$ cat src/rtl/c4_pkg.sv
package c4_pkg;

    typedef enum logic [1:0] {
        ST_IDLE     = 2'd0,
        ST_SCAN_BIT = 2'd1,
        ST_SCAN_CHK = 2'd2,
        ST_DONE     = 2'd3
    } walk_state_t;

    function automatic int idx_w(input int n);
        return (n > 1) ? $clog2(n) : 1;
    endfunction

endpackage

$ cat src/rtl/c4_matrix_store.sv
module c4_matrix_store #(
    parameter int N_BITS   = 16,
    parameter int N_CHECKS = 8,
    localparam int BW = c4_pkg::idx_w(N_BITS),
    localparam int CW = c4_pkg::idx_w(N_CHECKS)
) (
    input  logic                         clk,
    input  logic                         rst_n,
    input  logic                         wr_en,
    input  logic [CW-1:0]                wr_chk,
    input  logic [BW-1:0]                wr_bit,
    input  logic                         wr_val,
    output logic [N_CHECKS*N_BITS-1:0]   mat_flat
);

    // one register row per check node, column = bit node
    for (genvar r = 0; r < N_CHECKS; r++) begin : g_row
        logic [N_BITS-1:0] row_q;
        logic              row_sel;

        assign row_sel = wr_en && (int'(wr_chk) == r) && (int'(wr_bit) < N_BITS);

        always_ff @(posedge clk or negedge rst_n) begin
            if (!rst_n) begin
                row_q <= '0;
            end else if (row_sel) begin
                row_q[wr_bit] <= wr_val;
            end
        end

        assign mat_flat[r*N_BITS +: N_BITS] = row_q;
    end

endmodule

$ cat src/rtl/c4_walker.sv
module c4_walker
    import c4_pkg::*;
#(
    parameter int N_BITS   = 16,
    parameter int N_CHECKS = 8,
    localparam int BW = idx_w(N_BITS),
    localparam int CW = idx_w(N_CHECKS),
    localparam int FW = idx_w(N_BITS*N_CHECKS)
) (
    input  logic                         clk,
    input  logic                         rst_n,
    input  logic [N_CHECKS*N_BITS-1:0]   mat_flat,
    input  logic                         q_valid,
    input  logic [BW-1:0]                q_bit,
    input  logic [CW-1:0]                q_chk,
    output logic                         q_ready,
    output logic                         done,
    output logic                         loop_found
);

    walk_state_t st_q, st_d;
    logic [BW-1:0] i_q, i_d, k_q, k_d;
    logic [CW-1:0] j_q, j_d, l_q, l_d;
    logic          f_q, f_d;

    logic cand_k, hit_l, last_k, last_l;

    function automatic logic hget(input logic [N_CHECKS*N_BITS-1:0] m,
                                  input int r, input int c);
        int idx;
        if (r < N_CHECKS && c < N_BITS) begin
            idx = r * N_BITS + c;
            return m[idx[FW-1:0]];
        end
        return 1'b0;
    endfunction

    // level one: is bit k a neighbour of check j (and not i itself)?
    assign cand_k = (k_q != i_q) && hget(mat_flat, int'(j_q), int'(k_q));
    // levels two and three: does check l join k and i (and is not j)?
    assign hit_l  = (l_q != j_q)
                 && hget(mat_flat, int'(l_q), int'(k_q))
                 && hget(mat_flat, int'(l_q), int'(i_q));
    assign last_k = (k_q == BW'(N_BITS - 1));
    assign last_l = (l_q == CW'(N_CHECKS - 1));

    // next-state and datapath
    always_comb begin
        st_d = st_q;
        i_d  = i_q;
        j_d  = j_q;
        k_d  = k_q;
        l_d  = l_q;
        f_d  = f_q;
        unique case (st_q)
            ST_IDLE: begin
                if (q_valid) begin
                    i_d  = q_bit;
                    j_d  = q_chk;
                    k_d  = '0;
                    l_d  = '0;
                    f_d  = 1'b0;
                    st_d = ST_SCAN_BIT;
                end
            end
            ST_SCAN_BIT: begin
                if (cand_k) begin
                    l_d  = '0;
                    st_d = ST_SCAN_CHK;
                end else if (last_k) begin
                    st_d = ST_DONE;
                end else begin
                    k_d = k_q + BW'(1);
                end
            end
            ST_SCAN_CHK: begin
                if (hit_l) begin
                    f_d  = 1'b1;
                    st_d = ST_DONE;
                end else if (last_l) begin
                    if (last_k) begin
                        st_d = ST_DONE;
                    end else begin
                        k_d  = k_q + BW'(1);
                        st_d = ST_SCAN_BIT;
                    end
                end else begin
                    l_d = l_q + CW'(1);
                end
            end
            ST_DONE: begin
                st_d = ST_IDLE;
            end
            default: begin
                st_d = ST_IDLE;
            end
        endcase
    end

    // state register
    always_ff @(posedge clk or negedge rst_n) begin
        if (!rst_n) begin
            st_q <= ST_IDLE;
            i_q  <= '0;
            j_q  <= '0;
            k_q  <= '0;
            l_q  <= '0;
            f_q  <= 1'b0;
        end else begin
            st_q <= st_d;
            i_q  <= i_d;
            j_q  <= j_d;
            k_q  <= k_d;
            l_q  <= l_d;
            f_q  <= f_d;
        end
    end

    // outputs
    always_comb begin
        q_ready    = (st_q == ST_IDLE);
        done       = (st_q == ST_DONE);
        loop_found = f_q;
    end

endmodule

$ cat src/rtl/four_cycle_probe.sv
module four_cycle_probe #(
    parameter int N_BITS   = 16,
    parameter int N_CHECKS = 8,
    localparam int BW = c4_pkg::idx_w(N_BITS),
    localparam int CW = c4_pkg::idx_w(N_CHECKS)
) (
    input  logic          clk,
    input  logic          rst_n,
    input  logic          q_valid,
    output logic          q_ready,
    input  logic [BW-1:0] q_bit,
    input  logic [CW-1:0] q_chk,
    output logic          done,
    output logic          loop_found,
    input  logic          wr_en,
    output logic          wr_ready,
    input  logic [CW-1:0] wr_chk,
    input  logic [BW-1:0] wr_bit,
    input  logic          wr_val
);

    logic [N_CHECKS*N_BITS-1:0] mat_flat;
    logic                       walk_idle;
    logic                       wr_go;

    // writes only while the walker is parked
    assign wr_ready = walk_idle;
    assign q_ready  = walk_idle;
    assign wr_go    = wr_en && walk_idle;

    c4_matrix_store #(
        .N_BITS   (N_BITS),
        .N_CHECKS (N_CHECKS)
    ) u_store (
        .clk      (clk),
        .rst_n    (rst_n),
        .wr_en    (wr_go),
        .wr_chk   (wr_chk),
        .wr_bit   (wr_bit),
        .wr_val   (wr_val),
        .mat_flat (mat_flat)
    );

    c4_walker #(
        .N_BITS   (N_BITS),
        .N_CHECKS (N_CHECKS)
    ) u_walk (
        .clk        (clk),
        .rst_n      (rst_n),
        .mat_flat   (mat_flat),
        .q_valid    (q_valid),
        .q_bit      (q_bit),
        .q_chk      (q_chk),
        .q_ready    (walk_idle),
        .done       (done),
        .loop_found (loop_found)
    );

endmodule

$ cat config.mk
export PLATFORM = sky130hd
export DESIGN_NAME = four_cycle_probe
export DESIGN_NICKNAME = d
export VERILOG_FILES = /design/src/rtl/c4_pkg.sv /design/src/rtl/c4_matrix_store.sv /design/src/rtl/c4_walker.sv /design/src/rtl/four_cycle_probe.sv
export SDC_FILE = /design/constraint.sdc
export NUM_CORES = 1
export LEC_CHECK = 0
export BUFFER_PORTS_ARGS = -buffer_cell sky130_fd_sc_hd__buf_2
export CORE_MARGIN = 2
export CORE_UTILIZATION = 25
export DETAILED_ROUTE_END_ITERATION = 10
export PLACE_DENSITY = 0.41
export SETUP_SLACK_MARGIN = 0.02
export SLEW_MARGIN = 20
export SYNTH_ARGS = -nofsm -noshare
export SYNTH_HDL_FRONTEND = slang
export SYNTH_SLANG_ARGS = --single-unit
$ cat constraint.sdc
create_clock -name clk -period 3.33 [get_ports clk]
set_clock_uncertainty 0.2 [all_clocks]
set_input_delay 0.666 -clock clk [delete_from_list [all_inputs] [get_ports clk]]
set_output_delay 0.666 -clock clk [all_outputs]
set_load 0.02 [all_outputs]
==> flow_metrics.py, run 1 <==
metrics = {
    "pwr": {
        "powerDensity_nw_per_um2": 671,
        "leakage_nw": 4.49,
        "peakVddDrop_mv": 0.299,
    },
    "routing": {
        "post-route-drc-count": 4,
        "first_iter_violations": 468,
        "via_count": 6357,
        "firstDrtPassIters": 10,
        "ant_nets": 0,
        "finalWirelength_mm": 27.9,
        "wire_per_inst_um": 21.5,
        "viasPerCell": 4.91,
    },
    "logic_synthesis": {
        "seq_area_frac_synth_pct": 40.0,
        "syn_avg_cell_area_um2": 11.6,
        "synth_top_area_cell": "dfrtp_1",
        "yosys_warnings": 0,
        "synth.area.top_cells": "dfrtp_1, mux2_2, mux4_1",
        "synth_flop_cell": "dfrtp_1",
        "yosysUniqueCellTypes": 61,
        "synthArstFlopShare_pct": 100,
        "synth-edff-count": 0,
        "syn_inst": 785,
        "synth_top_area_share_pct": 40.0,
        "ys_ff_latch": 145,
        "netlist_area_um2": 9070,
        "synth_nets": 811,
    },
    "min_path": {
        "hold_path.class": "in -> async",
    },
    "setup_path": {
        "r2r.worst_path.cells": 11,
        "cp_data_arrival_time_ns": 3.30,
        "cp-start-kind": "flip-flop",
        "end_kind": "flip-flop",
        "regToRegStartpoint": "u_walk.i_q[0]",
        "path_max_fanout": 14,
        "critical_path_required_ns": 3.45,
        "r2r-end": "u_walk.l_q[0]",
        "path_class": "reg -> reg",
        "rrSetupSlack_ns": 0.15,
    },
    "placement": {
        "io_buffers": 22,
        "hpwl_mm": 19.8,
        "placed_area_um2": 9810,
        "gp_congestion": 0.833,
    },
    "clock_network": {
        "cts-buffers-inserted": 17,
        "root_buffer": "clkbuf_16",
        "clock_latency_ns": 0.44,
        "clk_pin_slew_ns": 0.07,
        "clock_sinks": 145,
        "cts_tree": "yes",
        "cts_max_path_buffers": 2,
        "htreeDepth": 4,
    },
    "timing": {
        "hold_slack_ns": 0.00359,
        "finalCriticalPeriod_ns": 3.18,
        "setup_tns_ns": 0,
        "maxSlewHeadroom_pct": 45.7,
        "fin_crit_sh_pct": 95.5,
        "clock.fmax_mhz": 314,
        "hold_viol_final": 0,
        "slew_viol_final": 0,
        "setup_viol": 0,
        "tightest_slew_ns": 0.794,
    },
    "cells_and_area": {
        "utilization_pct": 29.2,
        "syn2layout_area_growth_pct": 15.0,
        "drive_above_1_share_pct": 35.3,
        "final_cell_area_um2": 10400,
        "final_cell_mix": "mux2_2, dfrtp_1, nor2_1",
        "n_antenna_cell": 0,
        "nNetsFinal": 846,
        "final_common_cell": "mux2_2",
        "fillers": 3672,
    },
    "die": {
        "die_w_um": 194,
        "start_util_pct": 25.4,
        "die_h_um": 194,
        "placementRows": 69,
        "dieArea_um2": 37800,
        "core_um2": 35700,
        "io_pins": 23,
    },
    "global_route": {
        "track_usage_pct": 15.2,
        "grt_first_pass_wirelength_mm": 43.0,
        "antenna_found_initial": 0,
        "grt_max_degree": 98,
        "grt_pass1_vias": 6444,
        "gr-total-overflow": 0,
    },
    "status": {
        "violations": "design-rule violations",
        "status": "complete, but fails checks",
    },
    "flow_run": {
        "drv_cap": 0,
    },
}
-- final cells by class --
type                            instances  area (um^2)  area share, %
Clock buffer                           17          425           4.08
Multi-Input combinational cell        578         5030           48.2
Sequential cell                       145         3630           34.8
Timing Repair Buffer                   70          587           5.63
Tap cell                              461          577           5.53
Clock inverter                         15          146           1.40
Inverter                                8         30.0          0.288
-- metal layers --
layer / wire length, um / GRT usage, % / vias to the layer above
li1: - / - / 2937
met5: 0 / 0 / -
met3: 849 / 2.59 / 19
met1: 13600 / 21.6 / 3302
met2: 13200 / 24.4 / 99
met4: 292 / 3.39 / 0
-- registers in the layout, indices dropped and copies added, names as in the netlist --
register	cells
u_walk.k_q	4
u_walk.j_q	3
u_walk.st_q	2
u_walk.l_q	3
u_store.g_row.row_q	128
u_walk.loop_found	1
u_walk.i_q	4
-- cell usage after synthesis (2+ instances only) --
cell type / count
a2111oi_0: 2
a21oi_1: 7
a221o_1: 2
a22o_1: 2
a22oi_1: 18
a2bb2oi_1: 2
a31oi_1: 2
and3_1: 3
and3_2: 2
buf_1: 3
buf_12: 4
buf_2: 2
buf_4: 6
buf_6: 6
clkbuf_1: 27
clkbuf_8: 5
dfrtp_1: 145
ha_1: 7
inv_1: 8
mux2_2: 145
mux2i_1: 31
mux4_1: 25
mux4_2: 24
nand2_1: 67
nand2b_1: 8
nand3_1: 27
nand3b_1: 2
nand4_1: 5
nor2_1: 129
nor2b_1: 16
nor3_1: 7
nor3b_1: 3
o2111ai_1: 2
o21ai_0: 6
o22a_1: 2
o22ai_1: 3
xnor2_1: 6
-- cells by family after synthesis --
group	synth area share (%)
flip-flops	40.0
AO/OA/AOI/OAI	5.55
XOR/XNOR	0.580
buffers and inverters	4.73
adder cells (fa/ha/maj)	0.966
multiplexers	34.9
AND/OR/NAND/NOR	13.2
-- timing repair --
item	CTS	global route
endpoints found under the setup margin	3	9
buffers inserted	0	4
gates resized for setup	1	12
pin swaps	0	2
hold buffers	0	0
-- power by group --
part	internal (mW)	total, mW	switching, mW
registers	1.98	2.32	0.340
logic	1.33	2.75	1.42
clock network	1.05	1.92	0.874
total	4.36	6.99	2.63
-- worst max-delay path by stage --
| stage | start | endpoint | cells past startpoint |
|---|---|---|---|
| after floorplan | u_walk.i_q[0] | u_walk.l_q[0] | 10 |
| after global routing | u_walk.i_q[0] | u_walk.l_q[0] | 10 |
| after global placement | u_walk.k_q[3] | u_walk.l_q[0] | 10 |
| final | u_walk.i_q[0] | u_walk.l_q[0] | 11 |
| after detailed placement | u_walk.k_q[3] | u_walk.l_q[0] | 10 |
| after CTS | u_walk.k_q[3] | u_walk.l_q[0] | 10 |
-- stage by stage --
stage	worst slack, ns	total power [mW]	std cells
after detailed placement	0.0342	5.03	1258
after floorplan	0.473	4.24	785
after CTS	0.0748	6.98	1290
after global routing	-0.00510	7.40	1294
after global placement	0.00296	5.02	1258
final	0.148	6.99	1294
-- critical path: stages (launching register included) --
cell and delay, ns:
dfrtp_2 0.53, buf_12 0.20, buf_4 0.12, mux4_1 0.56
o2111ai_1 0.25, a21oi_2 0.12, a211oi_2 0.22, o32a_2 0.20
or2b_4 0.13, buf_4 0.10, o2111ai_2 0.14, mux2_4 0.29
Power figures use the tool's default switching activity.
==> run 2, diff against run 1 <==
--- a/config.mk
+++ b/config.mk
@@ -7,9 +7,9 @@
 export LEC_CHECK = 0
 export BUFFER_PORTS_ARGS = -buffer_cell sky130_fd_sc_hd__buf_2
 export CORE_MARGIN = 2
-export CORE_UTILIZATION = 25
+export CORE_UTILIZATION = 55
 export DETAILED_ROUTE_END_ITERATION = 10
-export PLACE_DENSITY = 0.41
+export PLACE_DENSITY = 0.74
 export SETUP_SLACK_MARGIN = 0.02
 export SLEW_MARGIN = 20
 export SYNTH_ARGS = -nofsm -noshare
==> run 2 against run 1 <==
The flow now finishes without violations; clock power decreased by 3%; wire length down 12%; hold slack improved by 0.27 ns; sequential power is essentially flat; clock-buffer cell count is 3 higher; combinational power is 4% lower; sequential share of layout area rose by 1.6 points; design area shrank 4.4%; via count grew 6.2%; global-route usage increased by 14 points; critical endpoint is now u_walk.st_q[0].
==> flow_metrics.py, run 2 (same netlist as run 1, synthesis figures left out) <==
metrics = {
    "status": {
        "status": "finished clean",
    },
    "placement": {
        "gp_congestion": 0.956,
        "dp_slack_ns": -0.0187,
        "hpwl_mm": 16.7,
        "io_buffers": 22,
        "dp.cells": 991,
    },
    "routing": {
        "first_iter_violations": 665,
        "viasPerCell": 6.56,
        "via_count": 6754,
        "post-route-drc-count": 0,
        "ant_nets": 0,
        "wire_per_inst_um": 23.8,
        "finalWirelength_mm": 24.5,
        "firstDrtPassIters": 5,
    },
    "setup_path": {
        "critical_path_required_ns": 3.44,
        "cp_data_arrival_time_ns": 3.36,
        "path_class": "reg -> reg",
        "r2r.worst_path.cells": 10,
        "cp-start-kind": "flip-flop",
        "end_kind": "flip-flop",
        "path_cells": "buf_4 > mux4_1 > mux2_2 > a2bb2oi_1 > a21oi_1 > a31oi_2 > nand3_1 > o22ai_1 > a21oi_1 > o211a_1",
        "cpMostUsedCell": "a21oi_1",
        "path_max_fanout": 7,
        "max_stage_delay_ns": 0.56,
        "cp_slowest_cell": "mux4_1",
    },
    "timing": {
        "hold_viol_final": 0,
        "setup_ws_ns": 0.0827,
        "hold_slack_ns": 0.270,
        "slew_viol_final": 0,
        "fin_crit_sh_pct": 97.5,
        "clock.fmax_mhz": 308,
        "setup_viol": 0,
        "finalCriticalPeriod_ns": 3.25,
        "tightest_slew_ns": 0.660,
        "rsz0062_at_grt": "no",
        "maxSlewHeadroom_pct": 55.9,
    },
    "clock_network": {
        "clk_pin_slew_ns": 0.06,
        "clock_sinks": 145,
        "cts_tree": "yes",
        "root_buffer": "clkbuf_16",
        "htreeDepth": 4,
        "cts-buffers-inserted": 17,
        "cts_max_path_buffers": 2,
        "clock_latency_ns": 0.43,
    },
    "pwr": {
        "peakVddDrop_mv": 0.418,
        "leakage_nw": 4.42,
        "powerDensity_nw_per_um2": 685,
        "finalPower_mw": 6.83,
    },
    "cells_and_area": {
        "syn2layout_area_growth_pct": 9.99,
        "n_antenna_cell": 0,
        "drive_above_1_share_pct": 32.9,
        "final_cells": 1030,
        "final_common_cell": "mux2_2",
        "fillers": 1269,
        "largest_register_ff_count": 128,
        "utilization_pct": 62.3,
        "nNetsFinal": 827,
        "final_cell_mix": "mux2_2, dfrtp_1, nor2_1",
        "top_regs": "u_store.g_row.row_q x128, u_walk.i_q x4, u_walk.k_q x4",
        "top_register": "u_store.g_row.row_q",
    },
    "min_path": {
        "hold_depth": 2,
        "hold_path.class": "in -> reg",
    },
    "die": {
        "dieArea_um2": 17500,
        "die_h_um": 132,
        "placementRows": 46,
        "io_pins": 23,
        "start_util_pct": 56.7,
        "die_w_um": 132,
        "core_um2": 16000,
    },
    "global_route": {
        "grt_max_degree": 65,
        "track_usage_pct": 28.9,
        "grt_pass1_vias": 6709,
        "antenna_found_initial": 0,
        "gr-total-overflow": 0,
        "grt_first_pass_wirelength_mm": 38.8,
    },
    "flow_run": {
        "drv_cap": 0,
    },
}
[run 2: cell types whose count changed in the layout (fill, tap and decap cells not counted), sizes merged, moves of 2 or more]
| cell | before | now |
|---|---|---|
| buf | 70 | 50 |
| inv | 15 | 10 |
| clkbuf | 17 | 20 |
| clkinv | 1 | 4 |
| clkinvlp | 6 | 4 |
[run 2: path summary, 6_finish.rpt]
kind | startpoint | end | slack, ns
worst max-delay path | u_walk.k_q[2] | u_walk.st_q[0] | 0.08
worst min-delay path | q_chk[1] | u_walk.j_q[1] | 0.27
worst max register to register | u_walk.k_q[2] | u_walk.st_q[0] | 0.08
worst min register to register | u_store.g_row[2].row_q[0] | u_store.g_row[2].row_q[0] | 0.33
max in group asynchronous | rst_n | u_store.g_row[1].row_q[11] | 1.53
min in group asynchronous | rst_n | u_store.g_row[0].row_q[13] | 0.56
[run 2: power by group]
part | internal, mW | switching, mW
clock network | 1.10 | 0.766
logic | 1.23 | 1.40
registers | 1.99 | 0.339
[run 2: final cells by class]
type,count,area [um^2],share of cell area [%]
Clock inverter,12,135,1.35
Clock buffer,20,437,4.38
Tap cell,216,270,2.71
Multi-Input combinational cell,578,5040,50.5
Inverter,8,30.0,0.301
Sequential cell,145,3640,36.5
Timing Repair Buffer,51,423,4.24
[run 2: worst max-delay path, delay by kind of cell, from the launching register on]
family,cells,cell delay [ns]
AND/OR/NAND/NOR,1,0.23
multiplexers,2,0.87
AO/OA/AOI/OAI,6,1.10
flip-flops,1,0.48
buffers and inverters,1,0.23
[run 2: timing repair]
item / in CTS / in global routing
resized for setup: 1 / 11
endpoints found under the setup margin: 3 / 8
buffers inserted: 0 / 6
endpoints found under the hold margin: 16 / 0
hold buffers: 1 / 0
[run 2: layer usage]
metal  wire length, um  global-route usage (%)
met1              9580                    37.4
met2             11600                    46.2
met3              2140                    7.84
met4              1100                    12.5
met5                 0                       0
[run 2: metrics by stage]
step           cell area, um^2  setup TNS [ns]
6_report                  9970               0
5_1_grt                   9970               0
4_1_cts                   9860               0
3_5_place_dp              9280         -0.0197
3_3_place_gp              9280               0
2_1_floorplan             9070               0
